<file path="src/rtl/xfer_pkg.sv">
// Shared types for the line buffer transfer counter.
// Assumes line lengths are powers of two.
package xfer_pkg;
    typedef enum logic [1:0] {
        KIND_NONE     = 2'b00,
        KIND_SINGLE   = 2'b01,
        KIND_LINE     = 2'b10,
        KIND_LINE_ALT = 2'b11
    } xfer_kind_e;
endpackage

</file>
<file path="src/rtl/xfer_strobe_sync.sv">
// Brings an asynchronous strobe into the clock domain through SYNC_STAGES
// flip-flops and flags one clock for every level change of the synced copy.
// Assumes the strobe is low while reset is applied.
module xfer_strobe_sync #(
    parameter int SYNC_STAGES = 2
) (
    input  logic clk,
    input  logic rst_n,
    input  logic strobe_async,
    output logic strobe_edge
);
    logic [SYNC_STAGES:0] chain;

    genvar g;
    generate
        for (g = 0; g <= SYNC_STAGES; g++) begin : g_stage
            // Shift the strobe one stage further on each clock.
            always_ff @(posedge clk) begin
                if (!rst_n) chain[g] <= 1'b0;
                else if (g == 0) chain[g] <= strobe_async;
                else chain[g] <= chain[(g == 0) ? 0 : g - 1];
            end
        end
    endgenerate

    // Compare the last synced sample with the one before it.
    always_comb strobe_edge = chain[SYNC_STAGES] ^ chain[SYNC_STAGES-1];
endmodule

</file>
<file path="src/rtl/xfer_beat_select.sv">
// Picks the transfer event for the mode latched at cycle start:
// the ready level in clocked mode, a synced strobe edge in strobed mode.
module xfer_beat_select (
    input  logic mode_strobed,
    input  logic ready,
    input  logic strobe_edge,
    output logic beat
);
    // Steer the active source to the counter.
    always_comb beat = mode_strobed ? strobe_edge : ready;
endmodule

</file>
<file path="src/rtl/xfer_count_core.sv">
// Holds the remaining transfer count and the word index of one bus cycle.
// Completes on the final transfer or on end-of-cycle and pulses done for
// one clock. Assumes LINE_LONG and LINE_SHORT are powers of two.
module xfer_count_core
    import xfer_pkg::*;
#(
    parameter int LINE_LONG  = 8,
    parameter int LINE_SHORT = 4,
    parameter int IDX_W      = $clog2(LINE_LONG),
    parameter int CNT_W      = $clog2(LINE_LONG + 1)
) (
    input  logic             clk,
    input  logic             rst_n,
    input  logic             load,
    input  logic [1:0]       load_kind,
    input  logic             line_long,
    input  logic [IDX_W-1:0] start_idx,
    input  logic             strobed_mode,
    input  logic             beat,
    input  logic             eoc,
    output logic             mode_q,
    output logic [IDX_W-1:0] idx_q,
    output logic             busy_q,
    output logic             done_q
);
    localparam logic [IDX_W-1:0] MASK_LONG  = IDX_W'(LINE_LONG - 1);
    localparam logic [IDX_W-1:0] MASK_SHORT = IDX_W'(LINE_SHORT - 1);

    logic [CNT_W-1:0] remain_q;
    logic [CNT_W-1:0] load_count;
    logic [IDX_W-1:0] mask_q;
    logic [IDX_W-1:0] load_mask;
    logic             finish;

    // Translate the cycle kind into an expected transfer count.
    always_comb begin
        load_mask = line_long ? MASK_LONG : MASK_SHORT;
        case (xfer_kind_e'(load_kind))
            KIND_NONE:   load_count = '0;
            KIND_SINGLE: load_count = CNT_W'(1);
            default:     load_count = line_long ? CNT_W'(LINE_LONG) : CNT_W'(LINE_SHORT);
        endcase
    end

    // The cycle ends on end-of-cycle or on the final counted transfer.
    always_comb finish = busy_q && (eoc || (beat && remain_q == CNT_W'(1)));

    // Cycle state: load, count, complete.
    always_ff @(posedge clk) begin
        if (!rst_n) begin
            mode_q   <= 1'b0;
            idx_q    <= '0;
            mask_q   <= '0;
            remain_q <= '0;
            busy_q   <= 1'b0;
            done_q   <= 1'b0;
        end else begin
            done_q <= 1'b0;
            if (load) begin
                mode_q   <= strobed_mode;
                mask_q   <= load_mask;
                idx_q    <= start_idx & load_mask;
                remain_q <= load_count;
                busy_q   <= (load_count != '0);
                done_q   <= (load_count == '0);
            end else if (finish) begin
                busy_q   <= 1'b0;
                done_q   <= 1'b1;
                remain_q <= '0;
            end else if (busy_q && beat) begin
                remain_q <= remain_q - CNT_W'(1);
                idx_q    <= (idx_q + IDX_W'(1)) & mask_q;
            end
        end
    end
endmodule

</file>
<file path="src/rtl/xfer_strobe_counter.sv">
// Top of the line buffer transfer counter: strobe synchroniser, mode
// select and count core. Assumes strobed_mode is steady while loading.
module xfer_strobe_counter #(
    parameter int LINE_LONG   = 8,
    parameter int LINE_SHORT  = 4,
    parameter int SYNC_STAGES = 2,
    parameter int IDX_W       = $clog2(LINE_LONG)
) (
    input  logic             clk,
    input  logic             rst_n,
    input  logic             load,
    input  logic [1:0]       load_kind,
    input  logic             line_long,
    input  logic [IDX_W-1:0] start_idx,
    input  logic             strobed_mode,
    input  logic             ready,
    input  logic             strobe,
    input  logic             eoc,
    output logic [IDX_W-1:0] word_idx,
    output logic             busy,
    output logic             done
);
    logic strobe_edge;
    logic beat;
    logic mode_q;

    xfer_strobe_sync #(.SYNC_STAGES(SYNC_STAGES)) u_sync (
        .clk(clk), .rst_n(rst_n), .strobe_async(strobe), .strobe_edge(strobe_edge)
    );

    xfer_beat_select u_sel (
        .mode_strobed(mode_q), .ready(ready), .strobe_edge(strobe_edge), .beat(beat)
    );

    xfer_count_core #(
        .LINE_LONG(LINE_LONG), .LINE_SHORT(LINE_SHORT), .IDX_W(IDX_W)
    ) u_core (
        .clk(clk), .rst_n(rst_n), .load(load), .load_kind(load_kind),
        .line_long(line_long), .start_idx(start_idx), .strobed_mode(strobed_mode),
        .beat(beat), .eoc(eoc), .mode_q(mode_q), .idx_q(word_idx),
        .busy_q(busy), .done_q(done)
    );
endmodule

</file>
<file path="config.mk">
export PLATFORM = sky130hd
export DESIGN_NAME = xfer_strobe_counter
export DESIGN_NICKNAME = d
export VERILOG_FILES = /design/src/rtl/xfer_pkg.sv /design/src/rtl/xfer_strobe_sync.sv /design/src/rtl/xfer_beat_select.sv /design/src/rtl/xfer_count_core.sv /design/src/rtl/xfer_strobe_counter.sv
export SDC_FILE = /design/constraint.sdc
export NUM_CORES = 1
export LEC_CHECK = 0
export CAP_MARGIN = 20
export CORE_MARGIN = 5
export CORE_UTILIZATION = 50
export DETAILED_ROUTE_END_ITERATION = 10
export PLACE_DENSITY = 0.77
export SLEW_MARGIN = 0
export SYNTH_ARGS = -nofsm -noshare
export SYNTH_HDL_FRONTEND = slang
export SYNTH_HIERARCHICAL = 1
export SYNTH_SLANG_ARGS = --single-unit
</file>
<file path="constraint.sdc">
create_clock -name clk -period 3.6 [get_ports clk]
set_input_delay 0.72 -clock clk [delete_from_list [all_inputs] [get_ports clk]]
set_output_delay 0.72 -clock clk [all_outputs]
set_load 0.1 [all_outputs]
</file>
Word-level counts from Yosys, hierarchy flattened
Cells that the tools add are included.
{ "totals": {"output_inout_bits": 5, "inputBits": 13, "latchBits": 0, "reg_bits": 16, "ram_bits": 0, "romBits": 0, "mem_count": 0} }
{ "classes": {"add_sub_neg": 2, "div": 0, "eq_ne": 3, "n_lt_le_gt_ge": 0, "reduce_logical": 11, "n_bitwise": 3, "shift": 0, "muxes": 14, "multipliers": 0} }
{ "op_table": {"columns": ["operator", "count"], "rows": [
  ["$mux W4", 4],
  ["$mux W3", 4],
  ["$pmux W4 S2", 1],
  ["$and A3 B3 Y3", 2],
  ["$mux W1", 5],
  ["$eq A4 B1 Y1 const B", 1],
  ["$logic_not A4 Y1", 1],
  ["$reduce_bool A2 Y1", 2],
  ["$reduce_bool A4 Y1", 1],
  ["$sub A4 B1 Y4 const B", 1],
  ["$add A3 B1 Y3 const B", 1],
  ["$logic_and A1 B1 Y1", 3],
  ["$reduce_bool A3 Y1", 1],
  ["$eq A2 B1 Y1 const B", 1],
  ["$logic_not A2 Y1", 1],
  ["$ne A2 B2 Y1 const B", 1],
  ["$reduce_and A2 Y1", 1],
  ["$logic_or A1 B1 Y1", 1],
  ["$xor A1 B1 Y1", 1]
]} }

Longest topological paths before layout
Gate-level depths: netlist of run 1.
{ "logic_depth": {"ltp_word": 7, "ltp_mapped": 6, "mapped_depth_nobuf": 6} }

Hierarchy
The synthesis of run 1 kept the hierarchy.
{ "by_module_without_submodules": {"columns": ["mod", "instances", "cells_per_inst", "seq_area_each_um2", "area_each_um2"], "rows": [
  ["xfer_count_core", 1, 72, 240.2, 633.1],
  ["xfer_strobe_sync", 1, 7, 60.1, 88.8],
  ["xfer_beat_select", 1, 1, 0.0, 15.0]
]} }

Worst setup path before layout of run 1
Ideal clock, no wire load.
{ "synth_timing": {"path_kind": "reg2reg", "from": "register u_core.busy_q", "to": "register u_core.idx_q[2]", "required_time_ns": 3.474, "setup_slack_ns": 1.605, "path_stages_with_launch": 5, "setup_time_ns": 0.126, "t_arrival_ns": 1.869, "period_less_slack_ns": 1.995, "path_buffers": 0, "path_cell_list": "dfxtp_1 nand2_1 or3_1 o211ai_1 a21oi_1"} }
{ "synth_via": {"elab_chain_len": 3} }
{ "synth_rtl": {"columns": ["element", "line", "text"], "rows": [
  ["from (decl)", "xfer_count_core.sv:23", "output logic busy_q,"],
  ["from (signal assigned)", "xfer_count_core.sv:64", "busy_q <= (load_count != '0);"],
  ["$logic_and A1 B1 Y1 (on tied branches)", "xfer_count_core.sv:46, xfer_count_core.sv:70", null],
  ["$ne A2 B2 Y1 (no line) or $reduce_bool A2 Y1 (tied branches)", null, null],
  ["$reduce_and A2 Y1 (no line) *", null, null],
  ["to (signal assigned)", "xfer_count_core.sv:62", "idx_q <= start_idx & load_mask;"],
  ["to (signal assigned)", "xfer_count_core.sv:72", "idx_q <= (idx_q + IDX_W'(1)) & mask_q;"],
  ["to (decl)", "xfer_count_core.sv:22", "output logic [IDX_W-1:0] idx_q,"]
]} }
Mark *: on every way between the ends. The rest lies on a longest branch, timed or not.
A chain may end at the register's enable or synchronous reset.

Final worst setup path of run 1
{ "layout_timing": {"from": "register u_core.busy_q", "to": "output busy"} }
{ "layout_lines": {"columns": ["element", "line", "text"], "rows": [
  ["to (decl)", "xfer_strobe_counter.sv:20", "output logic busy,"]
]} }
No word-level cell between the ends.

==> results.cfg, run 1 <==
[drt]
drc = 0
viasPerCell = 5.78
antenna_left = 0
dr.pass1.iters = 4
finalWirelength_mm = 1.57
vias = 659
wl_per_cell_um = 13.8
drt_iter0_markers = 13

[grt]
antenna_found_initial = 0
grt_max_degree = 16
track_usage_pct = 14.6
grt_overflow_total = 0
grt_pass1_vias = 668
grt_pass1_wl_mm = 2.77

[pwr]
power.density_nw_per_um2 = 385
vdd_drop_max_uv = 278
power_report.internal_total_w = 0.000253
p_leak_nw = 0.390
seq_power_share_pct = 50.5
pwr-share-clk_pct = 26.1
p_sw_share_pct = 30.6
p_switching_w = 0.000112
combPwrFrac_pct = 23.4

[setup_path]
crit_family = buffers and inverters
path_max_fanout = 8
criticalPathCategory = register to primary output
crit_path_start = u_core/busy_q
cp_cell_sequence = clkdlybuf4s50_1
cp.required_ns = 2.88
slowest_delay_ns = 1.18
startpoint_type = register
endpoint_kind = primary output
worstPathArrival_ns = 1.92
critPathSlowestCell = clkdlybuf4s50_1
crit_buf_inv = 1
rr_startpoint = u_sync/chain[1]

[finish]
antenna_cells = 0
fin_cells = 114
syn2layout_area_growth_pct = 28.2
drive_gt1_share_pct = 11.1
fillers = 103
fin_nets = 116
utilization_pct = 70.0
multi_input_area_um2 = 417
seq_area_um2 = 300

[clocking]
cts_inserted_buffers = 3
post_cts_buffers = 0
cts_num_sinks = 15
post_cts_resized = 0
htreeDepth = 1
postCtsHoldBufs = 0
clk_latency_ns = 0.28
cts_tree = yes
cts-root-buf = clkbuf_4
clk_path_buf_depth = 2
clk_pin_slew_worst_paths_ns = 0.09

[sta]
rsz0062_at_grt = no
worst_slew_pin_slew_ns = 0.969
clock_skew_ns = 0.00443
finalSetupViolations = 0
slew_headroom_pct = 35.2
hold_violations = 0
worst_slack_ns = 0.963
drv_slew = 0
period_needed_ns = 2.64
clock.fmax_mhz = 379
period_share_pct = 73.2
totalNegativeSetupSlack_ns = 0

[min_path]
hold_class = register to register
hold_start = u_sync/chain[0]

[logic_synthesis]
postSynthAreaPerCell_um2 = 9.21
yosys-top-cells-count = dfxtp_1, nand2_1, o21ai_0
netlist.area_leader.share_pct = 40.7
ys_seq_area_share_pct = 40.7
synthCells = 80
yosysUniqueCellTypes = 33
synth_area_leaders = dfxtp_1, ha_1, mux2i_1
yosysMostFrequentCell = dfxtp_1
yosysWarningCount = 6
syn_nets = 96
synth_top_area_cell = dfxtp_1
synth-async-reset-ratio_pct = 0
synth-edff-count = 0
synth-seq-cells = 15
synth_top_flop_cell = dfxtp_1
mappedNetlistArea_um2 = 737

[place]
dp_slack_ns = 1.24
place.gp.congestion = 0.847
post-dp-hpwl_mm = 1.15
dp_cells = 110
placement.io_buffers = 17

[floorplanning]
dieArea_um2 = 2340
core_area_um2 = 1350
die_w_um = 48.4
rows = 13
initial_core_util_pct = 54.6
io_pins = 18
fp.dieH_um = 48.4

[status]
status = finished, final reports clean

[flow_run]
maxCapViolCount = 0
[metrics by stage]
stage / hold slack, ns / power [W] / area [um2]
4_1_cts: 0.448 / 0.000369 / 945
6_report: 0.440 / 0.000364 / 945
3_5_place_dp: 0.426 / 0.000272 / 917
5_1_grt: 0.473 / 0.000388 / 945
3_3_place_gp: 0.409 / 0.000271 / 917
2_1_floorplan: 0.406 / 0.000243 / 737
[cell usage in the layout (no fill, tap or decap), types with 4 or more instances in the layout]
cell             count
clkdlybuf4s50_1     17
o21ai_0              6
dfxtp_1             15
nor2b_1              4
nand2_1              8
[logic make-up after synthesis]
logic type	count (synthesis)	share of synthesized area, %
compound gates	22	20.4
xor+xnor	1	1.19
fa+ha+maj	3	5.09
buf+inv	5	2.72
flops	15	40.7
mux	4	6.11
simple gates	30	23.8
[layer usage]
metal	part of all wire, %	global-route usage [%]	vias up
met5	0	0	-
met4	2.1	8.29	0
met3	5.8	5.81	4
li1	-	-	328
met1	43	16.5	303
met2	49	22.8	24
[worst paths after layout]
kind                             end  slack [ns]  cells after the start
setup / recovery                busy        0.96                      1
setup reg to reg  u_core/remain_q[2]        1.90                      6
hold / removal       u_sync/chain[1]        0.44                      1
hold reg to reg      u_sync/chain[1]        0.44                      1
[cell type report]
class | instances | area share (%)
clock buffers | 3 | 2.38
clock inverters | 1 | 0.530
repair buffers | 17 | 18.0
inverters | 3 | 1.19
well taps | 15 | 1.99
flip-flops and latches | 15 | 31.8
multi-input cells | 60 | 44.1
[power by group through the flow]
stage	clock network (W)	registers (W)	logic (W)
after floorplan	0	0.000210	0.0000335
after global placement	0	0.000187	0.0000838
after detailed placement	0	0.000187	0.0000850
after CTS	0.0000998	0.000184	0.0000854
after global routing	0.000110	0.000185	0.0000921
final	0.0000949	0.000184	0.0000853
[flip-flops by register name, indices dropped and copies added (netlist names)]
name / cells
u_sync/chain: 3
u_core/mode_q: 1
u_core/busy_q: 1
u_core/mask_q: 2
u_core/idx_q: 3
u_core/done_q: 1
u_core/remain_q: 4
No activity file was read; power rests on OpenSTA's default activity.
==> run 2, diff against run 1 <==
- CORE_UTILIZATION: 50 -> 46
- PLACE_DENSITY: 0.77 -> 0.71
- clock period: 3.6 -> 2.8 ns (I/O delays scaled with it)
==> run 2 against run 1 <==
Against the previous run: non-clock buffer count stayed put; register-to-register slack worse by 0.81 ns; via count shrank 4.4%; worst hold slack worse by 0.00072 ns; critical path type is now primary input to register.
==> results.cfg, run 2 (synthesis gave the netlist of run 1 again) <==
[setup_path]
crit_path_start = ready
endpoint_kind = register
path_max_fanout = 4
criticalPathCategory = primary input to register
rr_worst_depth = 6
cp.required_ns = 3.03
r2r_slack_ns = 1.09
startpoint_type = primary input
worstPathArrival_ns = 2.15
rr_endpoint = u_core/remain_q[2]
cp-endpoint = u_core/remain_q[2]
rr_startpoint = u_sync/chain[1]

[finish]
biggestRegsByFlops = u_core/remain_q x4, u_core/idx_q x3, u_sync/chain x3
syn2layout_area_growth_pct = 26.7
utilization_pct = 62.0
largest_reg_flops = 4
final_common_cell = dfxtp_1
mostFrequentLayoutCells = dfxtp_1, clkdlybuf4s50_1, nand2_1
fin_nets = 116
drive_gt1_share_pct = 16.2
antenna_cells = 0
regMostFlops = u_core/remain_q

[clocking]
clk_pin_slew_worst_paths_ns = 0.09
clk_latency_ns = 0.28
cts-root-buf = clkbuf_4
htreeDepth = 1
post_cts_buffers = 0
cts_inserted_buffers = 3
cts_tree = yes
postCtsHoldBufs = 0
cts_num_sinks = 15
post_cts_resized = 0
clk_path_buf_depth = 2

[place]
post-dp-hpwl_mm = 1.18
place.gp.congestion = 0.835
placement.io_buffers = 17

[sta]
slew_headroom_pct = 67.0
holdWs_ns = 0.440
period_share_pct = 68.3
finalSetupViolations = 0
clock_skew_ns = 0.000416
worst_slew_pin_slew_ns = 0.494
period_needed_ns = 1.91
clock.fmax_mhz = 523
rsz0062_at_grt = no
totalNegativeSetupSlack_ns = 0
drv_slew = 0
hold_violations = 0

[drt]
route.met3.wl_um = 71
m1WireLength_um = 716
vias = 630
top_layer = met4
finalWirelength_mm = 1.56
dr.pass1.iters = 4
viasPerCell = 5.48
drc = 0
route.met2.wl_um = 757
drt_iter0_markers = 5
wl_per_cell_um = 13.5
antenna_left = 0

[status]
status = finished, final reports clean

[floorplanning]
dieArea_um2 = 2500
fp.dieH_um = 50.0
io_pins = 18
initial_core_util_pct = 48.9
die_w_um = 50.0
rows = 14
core_area_um2 = 1510

[pwr]
power.density_nw_per_um2 = 502
p_leak_nw = 0.398
vdd_drop_max_uv = 285

[grt]
grt_max_degree = 16
grt_overflow_total = 0
antenna_found_initial = 0
track_usage_pct = 13.3
grt_pass1_wl_mm = 2.57
grt_pass1_vias = 642

[min_path]
hold_class = register to register

[flow_run]
maxCapViolCount = 0
run 2: cell types whose count changed in the layout (fill, tap and decap cells not counted):
cell,previous run,this run
buf_4,0,5
clkdlybuf4s50_1,17,12
run 2: routing by layer:
layer	up-vias	GRT usage, %
met1	288	14.5
met4	0	9.61
li1	326	-
met3	2	2.71
met5	-	0
met2	14	22.2
run 2: critical path: stages:
cell,delay [ns]
clkdlybuf4s50_1,0.40
mux2_4,0.28
and2_4,0.18
a221o_1,0.37
a31oi_1,0.18
o221a_1,0.19
run 2: cell type report:
type	count	area, um2
fillers	155	573
multi-input cells	60	417
flip-flops and latches	15	300
repair buffers	17	158
clock buffers	3	22.5
well taps	16	20.0
inverters	3	11.3
clock inverters	1	5.00
run 2: per-stage QoR:
step                      cell area, um2  setup WS [ns]  total power, W  cells
after floorplan                      737          0.805        0.000312     80
after global placement               906          0.634        0.000347    111
after detailed placement             906          0.584        0.000349    111
after CTS                            933          0.892        0.000477    115
after global routing                 933          0.800        0.000493    115
final                                933          0.887        0.000469    115
run 2: worst min path at each step:
stage                     from         endpoint  slack, ns  cells after the start
2_1_floorplan  u_sync/chain[0]  u_sync/chain[1]       0.41                      1
3_3_place_gp   u_sync/chain[0]  u_sync/chain[1]       0.41                      1
3_5_place_dp   u_sync/chain[0]  u_sync/chain[1]       0.42                      1
4_1_cts        u_sync/chain[0]  u_sync/chain[1]       0.44                      1
5_1_grt        u_sync/chain[0]  u_sync/chain[1]       0.46                      1
6_report       u_sync/chain[0]  u_sync/chain[1]       0.44                      1
run 2: power breakdown:
| group | leakage, nW | internal, W | switching (W) |
|---|---|---|---|
| Clock | 0.0177 | 0.0000530 | 0.0000718 |
| Sequential | 0.124 | 0.000226 | 0.0000108 |
| Combinational | 0.257 | 0.0000447 | 0.0000631 |
| Total | 0.398 | 0.000323 | 0.000146 |
